<file path="src/rtl/ofsl_pkg.sv">
package ofsl_pkg;
  localparam int NUM_STRAPS = 8;

  // default offset for strap index idx: a mask of idx+shift ones
  function automatic int unsigned def_offset(input int unsigned idx, input int unsigned shift);
    return (32'd1 << (idx + shift)) - 32'd1;
  endfunction
endpackage

</file>
<file path="src/rtl/ofsl_ser_seq.sv">
module ofsl_ser_seq #(
  parameter int OFS_W = 10
) (
  input  logic clk,
  input  logic mrst_n,
  input  logic step,
  output logic to_full
);
  localparam int CNT_W = $clog2(2 * OFS_W);
  localparam logic [CNT_W-1:0] LAST = CNT_W'(2 * OFS_W - 1);
  localparam logic [CNT_W-1:0] HALF = CNT_W'(OFS_W);

  logic [CNT_W-1:0] cnt;

  always_ff @(posedge clk) begin
    if (!mrst_n)      cnt <= '0;
    else if (step)    cnt <= (cnt == LAST) ? '0 : cnt + 1'b1;
  end

  assign to_full = (cnt >= HALF);

  AST_CNT_RANGE: assert property (@(posedge clk) disable iff (!mrst_n)
    cnt <= LAST);

  AST_SEQ_WRAP: assert property (@(posedge clk) disable iff (!mrst_n)
    (step && cnt == LAST) |=> !to_full);
endmodule

</file>
<file path="src/rtl/ofsl_par_port.sv">
module ofsl_par_port #(
  parameter int OFS_W = 10
) (
  input  logic             clk,
  input  logic             mrst_n,
  input  logic             wr_step,
  input  logic             rd_step,
  input  logic [OFS_W-1:0] ofs_e,
  input  logic [OFS_W-1:0] ofs_f,
  output logic             wsel_full,
  output logic             rd_valid,
  output logic [OFS_W-1:0] rd_data
);
  logic rsel_full;

  always_ff @(posedge clk) begin
    if (!mrst_n) begin
      wsel_full <= 1'b0;
      rsel_full <= 1'b0;
      rd_valid  <= 1'b0;
      rd_data   <= '0;
    end else begin
      if (wr_step) wsel_full <= ~wsel_full;
      rd_valid <= rd_step;
      if (rd_step) begin
        rsel_full <= ~rsel_full;
        rd_data   <= rsel_full ? ofs_f : ofs_e;
      end
    end
  end

  AST_WPTR_TOGGLE: assert property (@(posedge clk) disable iff (!mrst_n)
    wr_step |=> (wsel_full != $past(wsel_full)));

  AST_RD_PULSE: assert property (@(posedge clk) disable iff (!mrst_n)
    !rd_step |=> !rd_valid);

  AST_RD_HOLD: assert property (@(posedge clk) disable iff (!mrst_n)
    !rd_step |=> $stable(rd_data));
endmodule

</file>
<file path="src/rtl/ofs_loader.sv">
module ofs_loader #(
  parameter int OFS_W     = 10,
  parameter int DEF_SHIFT = 1
) (
  input  logic             clk,
  input  logic             mrst_n,
  input  logic [1:0]       fsel,
  input  logic             ld,
  input  logic             cfg_si,
  input  logic             wr_en,
  input  logic [OFS_W-1:0] wr_data,
  input  logic             rd_en,
  output logic             rd_valid,
  output logic [OFS_W-1:0] rd_data,
  output logic [OFS_W-1:0] ofs_empty,
  output logic [OFS_W-1:0] ofs_full
);
  import ofsl_pkg::*;

  localparam int NSTRAP = NUM_STRAPS;

  logic [OFS_W-1:0] def_tbl [NSTRAP];
  logic [2:0]       strap_idx;
  logic             ser_mode;
  logic             ser_step, par_wr, par_rd;
  logic             to_full, wsel_full;

  generate
    for (genvar g = 0; g < NSTRAP; g++) begin : g_def
      assign def_tbl[g] = OFS_W'(def_offset(g, DEF_SHIFT));
    end
  endgenerate

  assign strap_idx = {ld, fsel};
  assign ser_step  = ser_mode  & ld & wr_en;
  assign par_wr    = !ser_mode & ld & wr_en;
  assign par_rd    = !ser_mode & ld & rd_en;

  always_ff @(posedge clk) begin
    if (!mrst_n) begin
      ofs_empty <= def_tbl[strap_idx];
      ofs_full  <= def_tbl[strap_idx];
      ser_mode  <= ld;
    end else if (ser_step) begin
      if (to_full) ofs_full  <= {cfg_si, ofs_full[OFS_W-1:1]};
      else         ofs_empty <= {cfg_si, ofs_empty[OFS_W-1:1]};
    end else if (par_wr) begin
      if (wsel_full) ofs_full  <= wr_data;
      else           ofs_empty <= wr_data;
    end
  end

  ofsl_ser_seq #(.OFS_W(OFS_W)) u_seq (
    .clk     (clk),
    .mrst_n  (mrst_n),
    .step    (ser_step),
    .to_full (to_full)
  );

  ofsl_par_port #(.OFS_W(OFS_W)) u_par (
    .clk       (clk),
    .mrst_n    (mrst_n),
    .wr_step   (par_wr),
    .rd_step   (par_rd),
    .ofs_e     (ofs_empty),
    .ofs_f     (ofs_full),
    .wsel_full (wsel_full),
    .rd_valid  (rd_valid),
    .rd_data   (rd_data)
  );

  AST_RESET_DEFAULT: assert property (@(posedge clk)
    (mrst_n && !$past(mrst_n)) |->
      (ofs_empty == OFS_W'(def_offset(32'($past(strap_idx)), DEF_SHIFT)) && ofs_full == ofs_empty));

  AST_MODE_FIXED: assert property (@(posedge clk) disable iff (!mrst_n)
    $stable(ser_mode));

  AST_SER_MSB: assert property (@(posedge clk) disable iff (!mrst_n)
    (ser_step && !to_full) |=> (ofs_empty[OFS_W-1] == $past(cfg_si)));

  AST_NO_RD_SERIAL: assert property (@(posedge clk) disable iff (!mrst_n)
    ser_mode |-> !rd_valid);

  AST_PAR_WRITE: assert property (@(posedge clk) disable iff (!mrst_n)
    par_wr |=> (ofs_empty == $past(wr_data) || ofs_full == $past(wr_data)));

  AST_LD_LOW_HOLD: assert property (@(posedge clk) disable iff (!mrst_n)
    !ld |=> ($stable(ofs_empty) && $stable(ofs_full) && !rd_valid));
endmodule

</file>
<file path="config.mk">
export PLATFORM = sky130hd
export DESIGN_NAME = ofs_loader
export DESIGN_NICKNAME = d
export VERILOG_FILES = /design/src/rtl/ofsl_pkg.sv /design/src/rtl/ofsl_ser_seq.sv /design/src/rtl/ofsl_par_port.sv /design/src/rtl/ofs_loader.sv
export SDC_FILE = /design/constraint.sdc
export NUM_CORES = 1
export LEC_CHECK = 0
export BUFFER_PORTS_ARGS = -buffer_cell sky130_fd_sc_hd__buf_2
export CORE_UTILIZATION = 50
export DETAILED_ROUTE_END_ITERATION = 7
export PLACE_DENSITY_LB_ADDON = 0.1
export SYNTH_ARGS = -nofsm -noshare
export SYNTH_HDL_FRONTEND = slang
export SYNTH_SLANG_ARGS = --single-unit
</file>
<file path="constraint.sdc">
create_clock -name clk -period 2.85 [get_ports clk]
set_input_delay 0.285 -clock clk [delete_from_list [all_inputs] [get_ports clk]]
set_output_delay 0.285 -clock clk [all_outputs]
set_load 0.03 [all_outputs]
</file>
==> metrics <==
postcts setup bufs 0; first-pass iteration count of the detailed router 4; final wirelength between 4 and 5 mm; Setup Skew around 0.0045 ns; CTS sink cnt 39; Crit. End Element flip-flop; fmax 577.4 MHz; # fillers 321; Port Buffers 48; Clock Latency Late Sink between 0.2 and 0.3 ns; Final min period 1.732 ns; worst-case clock buffer depth 2; Max Slew Vio Count 0; io pins 49; final worst-path cycle share 60.76%; Initial Util 51.88%; placed wire-length estimate 2.958 mm; drc violations 0; Mapped Nets 193; post-CTS sizing 0; crit path DAT 1.73 ns; Final setup viols 0; all-layer global routing usage 22.77%; relative slew slack a little over half; TritonCTS clock tree yes; leak pwr between 0.8 and 0.9 nW; die area 4049 um^2; run status completed; number of CTS-inserted buffers 5; Area growth syn-to-layout 18.45%; WP data required 2.85 ns; first-pass GRT wire length about 7.0 mm; worst hold path class input port to flip-flop; yosys warns 0; layout cells sized above 1 37.27%; row cnt 22; Max-Cap Viols 0; total power 1.335 mW; clk root buf clkbuf_8; total congestion overflow 0; ys flop type edfxtp_1; critical path class flip-flop to flip-flop; Die X 63.64 um; hold_ws 0.3482 ns; Final Hold Vio Count 0; core area 3661 um^2; Slew @ Worst Pin 0.7122 ns; post-synthesis instance total ~170; Power Dens Cells about 590 nW/um^2; register area share after synthesis 52.17%; crit path max fanout 10; pin count of the biggest net entering global routing 23; FFs w/ async S/R, synth 0%; Routed WL per cell 15.61 um; via count 1,495; Syn Std Cell Area 1899 um^2; clock slew at reported path FFs 0.08 ns; initial antenna violation count 0; htree depth 2; vias in the first global route around 1,400; via/cell ratio between 5 and 6; GP Congestion 0.8327; RSZ-0062 raised after global routing false; Setup crit start kind flip-flop; hold_buf cts 0; post-route ant nets 0; chip height 63.64 um; Netlist cell types 39; fin nets roughly 240; Post-synth EDFFs 21; syn avg cell area 10.98 um^2; number of diodes 0; VDD IR max 0.3317 mV; FF+latch count, synth 39; initial DRC count 56; setup TNS 0 ns
[report_power, final]
part / internal [mW] / switching [mW]
combinational: 0.0720 / 0.151
sequential: 0.637 / 0.0336
clock: 0.248 / 0.194
[final cells by class]
| type | count | area, um^2 | area share (%) |
|---|---|---|---|
| clock inverters | 1 | 5.005 | 0.2225 |
| clock buffers | 7 | 107.6 | 4.783 |
| well taps | 48 | 60.06 | 2.670 |
| inverters | 3 | 11.26 | 0.5006 |
| repair buffers | 50 | 255.2 | 11.35 |
| flip-flops and latches | 39 | 991.0 | 44.05 |
| multi-input cells | 120 | 819.5 | 36.43 |
[state kept, by name, summed over array words and instances, names as in the netlist]
signal and flops:
ofs_empty 10, ofs_full 10, u_par.rd_data 10, u_seq.cnt 5, ser_mode 1, u_par.rd_valid 1, u_par.rsel_full 1, u_par.wsel_full 1
[cells in the mapped netlist (2+ instances only)]
library cell,instances,area share [%]
a21oi_1,16,4.2
a31oi_1,2,0.66
dfxtp_1,18,19
a21o_1,3,1.2
edfxtp_1,21,33
o31ai_2,2,1.3
ha_1,2,1.3
o21ai_0,4,1.1
a211oi_2,10,6.6
nand2_1,16,3.2
buf_2,5,1.3
nand3b_1,3,1.2
mux2i_1,11,5.8
buf_6,3,1.8
inv_1,2,0.40
nor2_2,8,2.6
nor2_1,6,1.2
nand3_1,19,5.0
buf_4,2,0.79
[placed cells by master (no fill, tap or decap), types with 2 or more instances in the layout]
cell,instances
clkbuf_8,6
o21ai_0,4
nor2_2,8
nor2_1,6
edfxtp_1,21
dfxtp_1,18
a21o_1,3
ha_1,2
nand3_1,19
a21oi_1,16
buf_4,2
nand2_1,16
nand3b_1,3
inv_1,2
buf_2,48
mux2i_1,11
a211oi_2,10
a31oi_1,2
o31ai_2,2
[path summary, 6_finish.rpt]
kind              cells past startpoint                     startpoint                             to  slack (ns)
setup reg to reg                      6      u_seq.cnt[0]$_SDFFE_PN0N_         ofs_empty[6]$_DFFE_PP_        1.12
hold reg to reg                       2  u_par.rd_data[0]$_SDFFE_PN0P_  u_par.rd_data[0]$_SDFFE_PN0P_        0.52
setup / recovery                      6      u_seq.cnt[0]$_SDFFE_PN0N_         ofs_empty[6]$_DFFE_PP_        1.12
hold / removal                        3                     wr_data[7]         ofs_empty[7]$_DFFE_PP_        0.35
[stage by stage]
stage               area, um^2  setup slack [ns]  utilization, %  instances
global route              2250             1.019           61.45        268
global placement          2137            0.9810           58.37        260
detailed placement        2137            0.9221           58.37        260
floorplan                 1899            0.7737               -        173
finish                    2250             1.118           61.45        268
CTS                       2250             1.115           61.45        268
[layer usage]
layer	share of wire [%]	vias up	GRT usage, %
met2	52	37	38.96
met4	1.5	0	8.523
met5	0	-	0
met3	4.8	7	4.348
li1	-	729	-
met1	42	722	28.11
[cell families after synthesis]
| family | after synthesis | synth area share, % |
|---|---|---|
| multiplexers | 11 | 5.797 |
| XOR/XNOR | 2 | 0.9224 |
| adder cells (fa/ha/maj) | 2 | 1.317 |
| AO/OA/AOI/OAI | 40 | 16.27 |
| buffers and inverters | 14 | 4.676 |
| flip-flops | 39 | 52.17 |
| AND/OR/NAND/NOR | 65 | 18.84 |
[worst max-delay path, stage by stage, from the launching register on]
cell and delay, ns:
dfxtp_1 0.41, inv_1 0.06, ha_1 0.19, o31ai_1 0.23, a31oi_1 0.14, o21ai_0 0.17, buf_4 0.23
(Power assumes the default switching activity.)
